[config.mk]
export PLATFORM = sky130hd
export DESIGN_NAME = iso_packet_sizer
export DESIGN_NICKNAME = d
export VERILOG_FILES = /design/src/rtl/iso_sizer_pkg.sv /design/src/rtl/iso_tick_counter.sv /design/src/rtl/iso_carry_clamp.sv /design/src/rtl/iso_byte_scaler.sv /design/src/rtl/iso_packet_sizer.sv
export SDC_FILE = /design/constraint.sdc
export NUM_CORES = 1
export LEC_CHECK = 0
export BUFFER_PORTS_ARGS = -buffer_cell sky130_fd_sc_hd__buf_2
export CAP_MARGIN = 20
export CELL_PAD_IN_SITES_DETAIL_PLACEMENT = 0
export CELL_PAD_IN_SITES_GLOBAL_PLACEMENT = 1
export CORE_MARGIN = 5
export CORE_UTILIZATION = 30
export CTS_BUF_LIST = sky130_fd_sc_hd__clkbuf_4 sky130_fd_sc_hd__clkbuf_8
export DETAILED_ROUTE_END_ITERATION = 8
export PLACE_DENSITY_LB_ADDON = 0.15
export SLEW_MARGIN = 20
export SYNTH_ARGS = -nofsm -noshare
export SYNTH_HDL_FRONTEND = slang
export SYNTH_SLANG_ARGS = --single-unit
[constraint.sdc]
create_clock -name clk -period 12.7 [get_ports clk]
set_clock_uncertainty 0.05 [all_clocks]
set_input_delay 0.635 -clock clk [delete_from_list [all_inputs] [get_ports clk]]
set_output_delay 0.635 -clock clk [all_outputs]
set_load 0.03 [all_outputs]
[src/rtl/iso_sizer_pkg.sv]
package iso_sizer_pkg;

    // Carry magnitude beyond which the slack is considered exhausted
    localparam int SLACK_LIMIT_DEF = 2;

    typedef struct packed {
        logic over;
        logic under;
    } iso_flags_t;

endpackage

[src/rtl/iso_tick_counter.sv]
module iso_tick_counter #(
    parameter int CNT_W = 8
) (
    input  logic             clk,
    input  logic             rst_n,
    input  logic             sof_i,
    input  logic             tick_i,
    output logic [CNT_W-1:0] count_o
);
    localparam logic [CNT_W-1:0] CNT_MAX = {CNT_W{1'b1}};

    typedef struct packed {
        logic [CNT_W-1:0] cnt;
    } cnt_state_t;

    cnt_state_t st_d, st_q;

    always_comb begin
        st_d = st_q;
        if (sof_i) begin
            // a strobe coinciding with the frame mark belongs to the next frame
            st_d.cnt = tick_i ? CNT_W'(1) : '0;
        end else if (tick_i && (st_q.cnt != CNT_MAX)) begin
            st_d.cnt = st_q.cnt + CNT_W'(1);
        end
    end

    always_ff @(posedge clk) begin
        if (!rst_n) st_q <= '0;
        else        st_q <= st_d;
    end

    assign count_o = st_q.cnt;

    p_count_hold_r3: assert property (@(posedge clk) disable iff (!rst_n)
        (!sof_i && !tick_i) |=> $stable(st_q.cnt));

    p_restart_r3: assert property (@(posedge clk) disable iff (!rst_n)
        sof_i |=> (st_q.cnt <= CNT_W'(1)));

    p_no_wrap_r10: assert property (@(posedge clk) disable iff (!rst_n)
        (!sof_i && st_q.cnt == CNT_MAX) |=> (st_q.cnt == CNT_MAX));

endmodule

[src/rtl/iso_carry_clamp.sv]
module iso_carry_clamp
    import iso_sizer_pkg::*;
#(
    parameter int CNT_W   = 8,
    parameter int CARRY_W = 6,
    parameter int LIMIT   = SLACK_LIMIT_DEF
) (
    input  logic             clk,
    input  logic             rst_n,
    input  logic             sof_i,
    input  logic [CNT_W-1:0] count_i,
    input  logic [CNT_W-1:0] min_i,
    input  logic [CNT_W-1:0] max_i,
    input  logic             clr_i,
    output logic [CNT_W-1:0] send_o,
    output iso_flags_t       flags_o
);
    localparam int AW  = CNT_W + 2;
    localparam int SAT = (1 << (CARRY_W - 1)) - 1;
    localparam logic signed [AW-1:0] SAT_HI = AW'(SAT);
    localparam logic signed [AW-1:0] SAT_LO = -SAT_HI;
    localparam logic signed [AW-1:0] LIM_HI = AW'(LIMIT);
    localparam logic signed [AW-1:0] LIM_LO = -LIM_HI;

    typedef struct packed {
        logic signed [CARRY_W-1:0] carry;
        iso_flags_t                flags;
    } clamp_state_t;

    clamp_state_t st_d, st_q;

    logic signed [AW-1:0] avail;
    logic signed [AW-1:0] lo_s;
    logic signed [AW-1:0] hi_s;
    logic signed [AW-1:0] send_s;
    logic signed [AW-1:0] diff;
    logic signed [AW-1:0] diff_sat;

    always_comb begin
        lo_s  = $signed({2'b00, min_i});
        hi_s  = $signed({2'b00, max_i});
        avail = $signed({2'b00, count_i})
              + $signed({{(AW-CARRY_W){st_q.carry[CARRY_W-1]}}, st_q.carry});

        if (avail > hi_s)      send_s = hi_s;
        else if (avail < lo_s) send_s = lo_s;
        else                   send_s = avail;

        diff = avail - send_s;
        if (diff > SAT_HI)      diff_sat = SAT_HI;
        else if (diff < SAT_LO) diff_sat = SAT_LO;
        else                    diff_sat = diff;

        st_d = st_q;
        if (clr_i) begin
            st_d.flags = '0;
        end
        if (sof_i) begin
            st_d.carry = diff_sat[CARRY_W-1:0];
            if (diff_sat > LIM_HI) st_d.flags.over  = 1'b1;
            if (diff_sat < LIM_LO) st_d.flags.under = 1'b1;
        end
    end

    always_ff @(posedge clk) begin
        if (!rst_n) st_q <= '0;
        else        st_q <= st_d;
    end

    assign send_o  = send_s[CNT_W-1:0];
    assign flags_o = st_q.flags;

    p_send_in_range_r4: assert property (@(posedge clk) disable iff (!rst_n)
        (sof_i && (min_i <= max_i)) |-> ((send_o >= min_i) && (send_o <= max_i)));

    p_carry_hold_r5: assert property (@(posedge clk) disable iff (!rst_n)
        !sof_i |=> $stable(st_q.carry));

    p_over_sticky_r7: assert property (@(posedge clk) disable iff (!rst_n)
        (st_q.flags.over && !clr_i) |=> st_q.flags.over);

    p_under_sticky_r8: assert property (@(posedge clk) disable iff (!rst_n)
        (st_q.flags.under && !clr_i) |=> st_q.flags.under);

    p_clear_r9: assert property (@(posedge clk) disable iff (!rst_n)
        (clr_i && !sof_i) |=> (!st_q.flags.over && !st_q.flags.under));

endmodule

[src/rtl/iso_byte_scaler.sv]
module iso_byte_scaler #(
    parameter int CNT_W = 8,
    parameter int BPS_W = 3
) (
    input  logic                   clk,
    input  logic                   rst_n,
    input  logic                   sof_i,
    input  logic [CNT_W-1:0]       send_i,
    input  logic [BPS_W-1:0]       bps_i,
    output logic                   valid_o,
    output logic [CNT_W+BPS_W-1:0] bytes_o
);
    localparam int BYTES_W = CNT_W + BPS_W;

    typedef struct packed {
        logic               valid;
        logic [BYTES_W-1:0] bytes;
    } scale_state_t;

    scale_state_t st_d, st_q;

    always_comb begin
        st_d       = st_q;
        st_d.valid = sof_i;
        if (sof_i) begin
            st_d.bytes = BYTES_W'(send_i) * BYTES_W'(bps_i);
        end
    end

    always_ff @(posedge clk) begin
        if (!rst_n) st_q <= '0;
        else        st_q <= st_d;
    end

    assign valid_o = st_q.valid;
    assign bytes_o = st_q.bytes;

    p_valid_after_sof_r2: assert property (@(posedge clk) disable iff (!rst_n)
        sof_i |=> valid_o);

    p_valid_only_after_sof_r2: assert property (@(posedge clk) disable iff (!rst_n)
        !sof_i |=> !valid_o);

    p_zero_samples_r6: assert property (@(posedge clk) disable iff (!rst_n)
        (sof_i && send_i == '0) |=> (bytes_o == '0));

endmodule

[src/rtl/iso_packet_sizer.sv]
module iso_packet_sizer
    import iso_sizer_pkg::*;
#(
    parameter int CNT_W   = 8,
    parameter int BPS_W   = 3,
    parameter int CARRY_W = 6,
    parameter int LIMIT   = SLACK_LIMIT_DEF
) (
    input  logic                   clk,
    input  logic                   rst_n,
    input  logic                   sof_i,
    input  logic                   smp_tick_i,
    input  logic [BPS_W-1:0]       bps_i,
    input  logic [CNT_W-1:0]       spp_min_i,
    input  logic [CNT_W-1:0]       spp_max_i,
    input  logic                   flag_clr_i,
    output logic                   pkt_valid_o,
    output logic [CNT_W+BPS_W-1:0] pkt_bytes_o,
    output logic                   overrun_o,
    output logic                   underrun_o
);
    logic [CNT_W-1:0] frame_cnt;
    logic [CNT_W-1:0] send_cnt;
    iso_flags_t       flags;

    iso_tick_counter #(.CNT_W(CNT_W)) u_count (
        .clk     (clk),
        .rst_n   (rst_n),
        .sof_i   (sof_i),
        .tick_i  (smp_tick_i),
        .count_o (frame_cnt)
    );

    iso_carry_clamp #(
        .CNT_W   (CNT_W),
        .CARRY_W (CARRY_W),
        .LIMIT   (LIMIT)
    ) u_clamp (
        .clk     (clk),
        .rst_n   (rst_n),
        .sof_i   (sof_i),
        .count_i (frame_cnt),
        .min_i   (spp_min_i),
        .max_i   (spp_max_i),
        .clr_i   (flag_clr_i),
        .send_o  (send_cnt),
        .flags_o (flags)
    );

    iso_byte_scaler #(.CNT_W(CNT_W), .BPS_W(BPS_W)) u_scale (
        .clk     (clk),
        .rst_n   (rst_n),
        .sof_i   (sof_i),
        .send_i  (send_cnt),
        .bps_i   (bps_i),
        .valid_o (pkt_valid_o),
        .bytes_o (pkt_bytes_o)
    );

    assign overrun_o  = flags.over;
    assign underrun_o = flags.under;

    p_flags_quiet_r1: assert property (@(posedge clk)
        !rst_n |=> (!overrun_o && !underrun_o && !pkt_valid_o));

endmodule

======== Word-level counts from Yosys, hierarchy flattened ========
Index checks and enable logic that the tools add are counted.
Widths: inputs -> output; s select.
word-level totals
  word-level logic and storage cells ...... 30
  bits in read-only memories .............. 0
  memories kept ........................... 0
  bits in latches ......................... 0
  output and inout bits ................... 14
  RAM bits ................................ 0
  flip-flop bits (word level) ............. 28
  input port bits ......................... 24
cells by class
  shift operators ......................... 0
  $add $sub $neg .......................... 3
  order comparisons ....................... 6
  equal/unequal tests ..................... 1
  $mul .................................... 1
  reduce and logical (&&, ||, !) cells .... 2
  divide/modulo/power cells ............... 0
  multiplexer cells ....................... 11
  bitwise gates (word level) .............. 0
operator list
  operator             count
  $mux 10              4
  $mux 8               2
  $mul 8x3->11         1
  $add 9x6->10         1
  $gt 10x3->1 const B  1
  $gt 10x6->1 const B  1
  $gt 10x9->1          1
  $lt 10x2->1 const B  1
  $lt 10x6->1 const B  1
  $lt 10x9->1          1
  $sub 10x10->10       1
  $add 8x1->8 const B  1
  $ne 8x8->1 const B   1
  $mux 2               2
  $mux 1               3
  $reduce_bool 2->1    1
  $logic_and 1x1->1    1

======== Depth between registers and ports, before layout ========
Gate-level depths: netlist of the first run.
  word-level depth ........................ 11
  gate-level depth with buffers ........... 33

======== Hierarchy ========
Synthesis of the first run repeated with hierarchy kept, for this count alone.
unflattened totals
  cells, all modules ...................... 445
  area total of the unflattened synthesis .. 3530.9 um^2
by module, submodules not included
  module            seq. area each (um^2)  area each (um^2)  cells each  instances
  iso_carry_clamp   160.2                  2016.9            265         1
  iso_byte_scaler   240.2                  1087.3            131         1
  iso_tick_counter  160.2                  426.7             49          1

======== Worst setup path before layout of the first run ========
Ideal clock, no wire load.
  kind .................................... reg-to-reg
  start ................................... reg u_count.st_q, in the netlist u_count.count_o[0]
  end ..................................... reg u_clamp.st_q, in the netlist u_clamp.flags_o[0]
  library setup time ...................... 0.115 ns
  setup slack ............................. 6.442 ns
  cell stages (with the launch flop) ...... 33
  required time ........................... 12.535 ns
  data arrival time ....................... 6.094 ns
  path buffers ............................ 1
  path through ............................ dfxtp_1 ha_1 fa_1 a21oi_1 nor2b_1 nor2_1 xnor2_1 ha_1 nor2b_1 o21ai_0 a21oi_1 nor4_1 ha_1 clkbuf_1 nor2_1 a211oi_1 a21oi_1 inv_1 ha_1 nor2b_1 o21ai_1 o211ai_1 nand3_1 nor4b_2 nor4_4 nor2_1 o21ai_0 ha_1 or3_1 nor3_1 nand3_1 o31a_1 o21a_1
between the ends
  cells in the longest elaborated chain, start to end .. 11
  elaborated cells between the ends (all ways) .. 13
  classes of those cells .................. add/sub: 2; order compare: 5; mux: 6
ends and longest elaborated chain
  what                    RTL line                source
  from (decl)             iso_tick_counter.sv:16  cnt_state_t st_d, st_q;
  from (signal assigned)  iso_tick_counter.sv:30  else st_q <= st_d;
  $add 9x6->10 (*)        iso_carry_clamp.sv:43   + $signed({{(AW-CARRY_W){st_q.carry[CARRY_W-1]}}, st_q.carry});
  $lt 10x9->1             iso_carry_clamp.sv:46   else if (avail < lo_s) send_s = lo_s;
  $mux 10                 iso_carry_clamp.sv:46
  $mux 10                 iso_carry_clamp.sv:45   if (avail > hi_s) send_s = hi_s;
  $sub 10x10->10 (*)      iso_carry_clamp.sv:49   diff = avail - send_s;
  $lt 10x6->1             iso_carry_clamp.sv:51   else if (diff < SAT_LO) diff_sat = SAT_LO;
  $mux 10                 iso_carry_clamp.sv:51
  $mux 10 (*)             iso_carry_clamp.sv:50   if (diff > SAT_HI) diff_sat = SAT_HI;
  $lt 10x2->1 (*)         iso_carry_clamp.sv:61   if (diff_sat < LIM_LO) st_d.flags.under = 1'b1;
  $mux 1 (*)              iso_carry_clamp.sv:61
  $mux 2 (*)              iso_carry_clamp.sv:58   if (sof_i) begin
  to (signal assigned)    iso_carry_clamp.sv:67   else st_q <= st_d;
  to (decl)               iso_carry_clamp.sv:30   clamp_state_t st_d, st_q;
Mark *: on every way between the ends. The rest lies on a longest branch, timed or not.
A chain may end at the register's enable or synchronous reset.

======== Final worst setup path of the first run ========
Ends and elaborated chain as after synthesis.

==> results of run 1 <==
## synthesized netlist by cell type (all sizes together) (4+ instances only)
library cell | number | area (um2)
and2 | 5 | 31.28
dfxtp | 28 | 560.5
a21boi | 4 | 30.03
fa | 9 | 180.2
a31oi | 5 | 31.28
nor2b | 19 | 118.9
o21a | 4 | 30.03
a21oi | 27 | 138.9
nand3 | 13 | 65.06
and3 | 5 | 31.28
clkbuf | 6 | 22.52
ha | 46 | 575.6
a211oi | 4 | 30.03
inv | 49 | 183.9
o21ai | 31 | 155.1
xor2 | 5 | 43.79
nor2 | 32 | 120.1
mux2i | 12 | 120.1
nand2b | 7 | 43.79
a21o | 9 | 67.56
or4 | 4 | 30.03
nand2 | 43 | 163.9
xnor2 | 15 | 131.4
nor3 | 6 | 30.03
## sequential cells by signal (all words and copies together) (netlist names)
name / cells
u_scale.bytes_o: 11
u_clamp.st_q: 6
u_clamp.flags_o: 2
u_count.count_o: 8
u_scale.valid_o: 1
## placed cells by master, fill, tap and decap left out, types with 2 or more instances in the layout
cell type  netlist  layout
nor2_1          32      32
nand4_1          3       3
a21oi_1         26      26
buf_2            1      37
o211ai_1         3       3
and2_1           5       5
nand3_1         13      13
clkbuf_8         0       4
or3_1            2       2
nor4_1           2       2
o21ai_1          3       3
a31oi_1          5       5
a211oi_1         4       4
nor3_1           6       6
nand2b_1         7       7
a21o_1           9       9
xor2_1           5       5
dfxtp_1         28      28
mux2i_1         12      12
nand2_1         42      42
inv_1           49      49
ha_1            46      46
a21boi_0         4       4
o21ai_0         28      28
a22oi_1          2       2
or4_1            4       4
nor2b_1         19      19
fa_1             9       9
o21a_1           4       4
xnor2_1         15      15
and3_1           5       5
## metrics by stage
step,setup WS (ps),hold slack [ps],util (%),area (um2),std cells
floorplan,6442,438.3,-,3213,421
global placement,5424,414.1,34.00,3526,585
detailed placement,5406,401.3,34.00,3526,585
CTS,5352,430.5,34.53,3581,589
global route,4790,450.1,34.53,3581,589
finish,5385,420.9,34.53,3581,589
## layer usage
metal / vias up / share of wire (%)
met2: 42 / 46
met1: 1333 / 49
met3: 6 / 3.6
met5: - / 0
met4: 0 / 0.72
li1: 1521 / -
## critical path, delay by kind of cell, from the launching register on
kind            cells  cell delay, ps
flops               1             360
simple gates       11            2270
buf+inv             1             100
fa+ha+maj           6            1970
mux                 1             180
compound gates      9            1840
xor+xnor            1             450
## layout make-up
class / count / area share [%]
multi-input cells: 335 / 67.75
inverters: 49 / 5.136
clock buffers: 4 / 1.537
well taps: 136 / 4.752
repair buffers: 37 / 5.171
flip-flops and latches: 28 / 15.65
## kinds of logic (layout without fill, tap and decap cells)
family | after synthesis | after routing
fa+ha+maj | 55 | 55
simple gates | 147 | 147
flops | 28 | 28
compound gates | 100 | 100
mux | 13 | 13
xor+xnor | 20 | 20
buf+inv | 58 | 90
## final timing paths
path,cells after the start,to,from
max,29,u_clamp.flags_o[0],u_count.count_o[0]
min reg2reg,2,u_scale.bytes_o[8],u_scale.bytes_o[8]
min,2,u_scale.bytes_o[8],u_scale.bytes_o[8]
max reg2reg,29,u_clamp.flags_o[0],u_count.count_o[0]
==> results.yml, run 1 <==
status:
  status: "finished, final reports clean"
yosys:
  synthMuxAreaShare_pct: 4.089
  synthDistinctLibCells: 53
  yosysSeqAreaShare_pct: 17.45
  synth_xor_area_share_pct: 5.452
  yosys.area_share.simple_pct: 23.25
  synthCells: 421
  syn_area_per_cell_um2: 7.632
  synth-seq-cells: 28
  ys.flop_type: "dfxtp_1"
  synth_top_family_by_area: "adder cells"
  ys_async_sr_fraction_pct: 0
  synthAdderAreaFrac_pct: 23.52
  syn_area_mm2: 0.003213
  synth_nets: 500
  ys.warnings.count: 0
  synth_compound_area_share_pct: 19.20
  synth_edf_count: 0
floorplanning:
  start_util_pct: 30.98
  coreArea_mm2: 0.01037
  ios: 38
  dieHeight_um: 113.5
  fp-row-count: 37
  die-area_mm2: 0.01288
  dieWidth_um: 113.5
setup_path:
  cp-end-kind: "register"
  rrSetupSlack_ps: 5390
  path_class: "reg -> reg"
  critPathMostFrequentCell: "ha_1"
  cpPeakStageDelay_ps: 580
  startpoint_type: "register"
  crit_path_top_delay_cell: "o21ai_0"
  arrival_ps: 7440
  crit_fanout: 13
  worstPathRequired_ps: 12830
placed_design:
  dp_hpwl_um: 7054
  place_congestion: 0.8066
  io_buffers: 37
clock_network:
  cts-root-buf: "clkbuf_8"
  cts_buffers: 3
  clockBufferDepth: 2
  cts_setup_buffers: 0
  cts_tree: "built"
  insertion_delay_ps: 270
  cts_sinks: 28
  cts_resized: 0
  htree_levels: 1
  ctsHoldBuffers: 0
  cts.clk_slew.worst_paths_ps: 100
global_route:
  gr-usage-met2_pct: 23.67
  first_global_vias: 2985
  grt_first_pass_wirelength_um: 14320
  grt_use_met3_pct: 2.069
  grt_use_met1_pct: 17.72
  grt_overflow: 0
  grt.busiest_layer: "met2"
  antenna_found_initial: 0
  grt_usage_pct: 13.38
  grt_max_degree: 24
drt:
  drt-vias-per-instance: 4.927
  routedWlPerCell_um: 14.32
  ant_nets: 0
  dr.first_iter.drc_count: 118
  drtPass1Iterations: 5
  drc_errors: 0
  via_count: 2902
  wirelength_um: 8432
sta:
  worstMarginPinSlew_ps: 744.4
  fin_crit_ps: 7315
  setup_violations: 0
  hold_violations: 0
  relSlewSlack_pct: 49.85
  setup_tns_ps: 0
  fmax_ghz: 0.1367
  rsz0062_at_grt: "no"
  slew_viol_final: 0
  fin_crit_sh_pct: 57.60
flow_run:
  cap_violations: 0
final_layout:
  multi_input_area_mm2: 0.002426
  area_growth_pct: 11.45
  nFillCells: 1149
  fin_nets: 533
  regArea_um2: 560.5
  drive_above_1_share_pct: 10.60
  diodes: 0
worst_hold_path:
  hp-class: "reg -> reg"
Power of run 1 is not shown: default switching activity piles up to over one toggle a cycle in this logic, so the estimate is an artifact.
==> run 2: changes to the inputs <==
- clock period: 12.7 -> 6.8 ns (I/O delays scaled with it)
==> results.yml, run 2 (synthesis results as in run 1) <==
status:
  status: "finished, final reports clean"
drt:
  ant_nets: 0
  via_count: 3100
  drtPass1Iterations: 4
  dr.first_iter.drc_count: 132
  routedWlPerCell_um: 13.99
  drt-vias-per-instance: 4.890
  wirelength_um: 8872
  drc_errors: 0
global_route:
  grt_overflow: 0
  gr-usage-met2_pct: 23.95
  antenna_found_initial: 0
  grt_usage_pct: 13.53
  grt_max_degree: 24
  grt_use_met1_pct: 18.09
  grt.busiest_layer: "met2"
  grt_first_pass_wirelength_um: 14400
  first_global_vias: 3079
  grt_use_met3_pct: 1.804
placed_design:
  io_buffers: 37
  post_dp_cell_area_mm2: 0.003796
  place_congestion: 0.8564
  dp_hpwl_um: 7344
  pre_cts_ws_ps: -67.74
floorplanning:
  fp-row-count: 37
  start_util_pct: 30.98
  coreArea_mm2: 0.01037
  die-area_mm2: 0.01288
  dieHeight_um: 113.5
  ios: 38
  dieWidth_um: 113.5
final_layout:
  layout_common_cells: "inv_1, buf_4, nand2_1, ha_1, buf_2"
  area_growth_pct: 25.93
  fin_nets: 578
  final_area_mm2: 0.004046
  drive_above_1_share_pct: 23.29
  layout_commonest_cell: "inv_1"
  nFillCells: 1102
  multi_input_area_mm2: 0.002536
  regArea_um2: 561.8
  largest_reg_flops: 11
  fin_util_pct: 39.02
  diodes: 0
sta:
  fin_crit_sh_pct: 96.02
  hold_violations: 0
  setup_violations: 0
  fmax_ghz: 0.1532
  slew_viol_final: 0
  worstMarginPinSlew_ps: 460.4
  fin_crit_ps: 6529
  finalWorstSetupSlack_ps: 270.8
  relSlewSlack_pct: 69.31
setup_path:
  cpPeakStageDelay_ps: 650
  path_class: "reg -> reg"
  arrival_ps: 6660
  crit_fanout: 5
  crit_path_top_delay_cell: "fa_2"
  cp-end-kind: "register"
  worstPathRequired_ps: 6930
  startpoint_type: "register"
  critPathMostFrequentCell: "buf_4"
worst_hold_path:
  hp-class: "in -> reg"
clock_network:
  cts_buffers: 3
  cts_sinks: 28
  clockBufferDepth: 2
  cts_tree: "built"
  ctsHoldBuffers: 0
  cts.clk_slew.worst_paths_ps: 100
  htree_levels: 1
  cts-root-buf: "clkbuf_8"
  insertion_delay_ps: 270
flow_run:
  cap_violations: 0
-- run 2: changes by cell type in the layout (fill, tap and decap cells not counted), moves of 2 or more --
| cell | change |
|---|---|
| buf_4 | +44 |
| a21oi_1 | -8 |
| a21oi_2 | +7 |
| ha_1 | -4 |
| ha_2 | +4 |
| o21ai_0 | -4 |
| o21ai_1 | +2 |
| o21ai_2 | +2 |
| xnor2_1 | -2 |
| xnor2_2 | +2 |
-- run 2: path summary, 6_finish.rpt --
| path | slack (ps) | end | startpoint | depth (start not counted) |
|---|---|---|---|---|
| hold / removal | 350 | u_clamp.flags_o[1] | flag_clr_i | 3 |
| setup reg to reg | 270 | u_clamp.flags_o[0] | u_count.count_o[0] | 29 |
| setup / recovery | 270 | u_clamp.flags_o[0] | u_count.count_o[0] | 29 |
| hold reg to reg | 440 | u_scale.bytes_o[0] | u_scale.bytes_o[0] | 2 |
-- run 2: routing by layer --
metal | part of all wire (%) | vias to the layer above
met3 | 3.1 | 2
li1 | - | 1613
met1 | 48 | 1454
met4 | 0.27 | 0
met5 | 0 | -
met2 | 48 | 31
-- run 2: timing repair --
item	in CTS	in global routing
setup endpoints to repair	1	4
pin swaps	0	9
cloned	0	0
gates resized for setup	2	29
setup buffers	0	9
-- run 2: layout make-up --
type,count,share of cell area (%)
Clock buffer,3,1.020
Clock inverter,1,0.7421
Inverter,49,4.545
Multi-Input combinational cell,335,62.68
Sequential cell,28,13.88
Tap cell,136,4.205
Timing Repair Buffer,82,12.93
-- run 2: metrics by stage --
step | std cells | hold WS [ps] | TNS, ps
detailed placement | 621 | 419.1 | -67.74
global placement | 621 | 410.4 | -172.8
floorplan | 421 | 438.3 | 0
global route | 634 | 377.4 | -85.45
finish | 634 | 354.0 | 0
CTS | 625 | 340.7 | 0
-- run 2: critical path, delay by kind of cell (launching register included) --
kind                       cells  cell delay, ps
AOI/OAI and AO/OA             11            1700
adders and majority gates      6            2120
and+or+nand+nor                7            1540
DFF                            1             330
buffers and inverters          5             700
Power of run 2 is left out for the same reason.
==> run 3: changes to the inputs <==
==> constraint.sdc (replaced) <==
create_clock -name clk -period 6.8 [get_ports clk]
set_clock_uncertainty 0.05 [all_clocks]
set_input_delay 2.04 -clock clk [delete_from_list [all_inputs] [get_ports clk]]
set_output_delay 2.04 -clock clk [all_outputs]
set_load 0.03 [all_outputs]
==> results.yml, run 3 (synthesis results as in run 1) <==
status:
  status: "finished with violations"
  violations: "setup timing"
final_layout:
  layout_commonest_cell: "buf_4"
  fin_nets: 623
  largest_reg_flops: 11
  layout_common_cells: "buf_4, inv_1, nand2_1"
  area_growth_pct: 42.45
  nFillCells: 1092
  drive_above_1_share_pct: 32.60
  diodes: 0
floorplanning:
  fp-row-count: 37
  ios: 38
  start_util_pct: 30.98
  coreArea_mm2: 0.01037
  dieHeight_um: 113.5
  die-area_mm2: 0.01288
  dieWidth_um: 113.5
sta:
  hold_violations: 0
  slew_viol_final: 0
  worstMarginPinSlew_ps: 658.9
  relSlewSlack_pct: 55.76
  fmax_ghz: 0.1449
  finalWorstSetupSlack_ps: -101.1
  fin_crit_sh_pct: 101.5
  setup_violations: 1
  fin_crit_ps: 6901
  hold_slack_ps: 406.8
  rsz0062_at_grt: "yes"
global_route:
  grt_usage_pct: 14.72
  grt_max_degree: 24
  grt_first_pass_wirelength_um: 15750
  antenna_found_initial: 0
  first_global_vias: 3334
  grt_overflow: 0
drt:
  drt-vias-per-instance: 4.869
  ant_nets: 0
  via_count: 3306
  dr.first_iter.drc_count: 123
  drtPass1Iterations: 4
  routedWlPerCell_um: 13.81
  wirelength_um: 9375
  drc_errors: 0
placed_design:
  dp_hpwl_um: 7695
  place_congestion: 0.8584
  io_buffers: 37
worst_hold_path:
  holdPathStages: 2
  hp-class: "reg -> reg"
clock_network:
  cts_buffers: 3
  htree_levels: 1
  cts-root-buf: "clkbuf_8"
  clockBufferDepth: 2
  cts_tree: "built"
  cts_sinks: 28
  insertion_delay_ps: 280
  cts.clk_slew.worst_paths_ps: 100
setup_path:
  crit_path_top_delay_cell: "fa_2"
  cp-end-kind: "register"
  cpPeakStageDelay_ps: 380
  cpLargestDelayFamily: "simple AND/OR/NAND/NOR gates"
  critPathBufInv: 3
  arrival_ps: 7030
  cp.depth: 31
  crit_fanout: 6
  reg2reg_depth: 31
  critPathMostFrequentCell: "o21ai_1"
  startpoint_type: "input pin"
  worstPathRequired_ps: 6930
  path_class: "in -> reg"
flow_run:
  cap_violations: 0
==> run 3: cell types whose count changed in the layout (fill, tap and decap cells not counted), sizes merged <==
cell    delta
buf       +46
clkbuf     -1
==> run 3: tightest hold or removal path, delay by kind of cell, from the launching register on <==
| kind | cells | cell delay, ps |
|---|---|---|
| AO/OA/AOI/OAI | 1 | 50 |
| flip-flops | 1 | 330 |
| AND/OR/NAND/NOR | 1 | 40 |
==> run 3: metrics by stage <==
step	worst slack [ps]	instance area (um2)	setup TNS [ps]	utilization, %	cells
2_1_floorplan	-212.6	3291	-212.6	-	421
3_3_place_gp	-540.4	4141	-1229	39.94	658
3_5_place_dp	-670.4	4141	-1898	39.94	658
4_1_cts	-94.44	4414	-94.44	42.57	679
5_1_grt	-429.2	4577	-1203	44.14	679
6_report	-101.1	4577	-101.1	44.14	679
==> run 3: path summary, 6_finish.rpt <==
| check | slack (ps) | startpoint | endpoint |
|---|---|---|---|
| max | -100 | spp_min_i[1] | u_clamp.flags_o[0] |
| min | 410 | u_scale.bytes_o[8] | u_scale.bytes_o[8] |
| max reg2reg | 280 | u_count.count_o[0] | u_clamp.flags_o[0] |
| min reg2reg | 410 | u_scale.bytes_o[8] | u_scale.bytes_o[8] |
==> run 3: layout make-up <==
class | count | area [um2] | share of cell area [%]
sequential | 28 | 560.5 | 12.25
timing repair buffer | 127 | 882.1 | 19.27
tap | 136 | 170.2 | 3.718
clock buffer | 3 | 41.29 | 0.9021
multi-input combinational | 335 | 2701 | 59.02
clock inverter | 1 | 30.03 | 0.6561
inverter | 49 | 191.4 | 4.183
==> run 3: repair_timing <==
item,in CTS,in global routing
gates resized for setup,19,34
hold buffers,0,0
setup buffers,17,4
endpoints found under the setup margin,2,10
pin swaps,17,28
==> run 3: metal layers <==
layer  share of wire, %  vias to the layer above  track usage [%]
li1                   -                     1705                -
met1                 46                     1535            19.26
met2                 49                       52            25.72
met3                3.1                       14            1.910
met4                2.3                        0            3.285
met5                  0                        -                0
Power of run 3 is left out for the same reason.
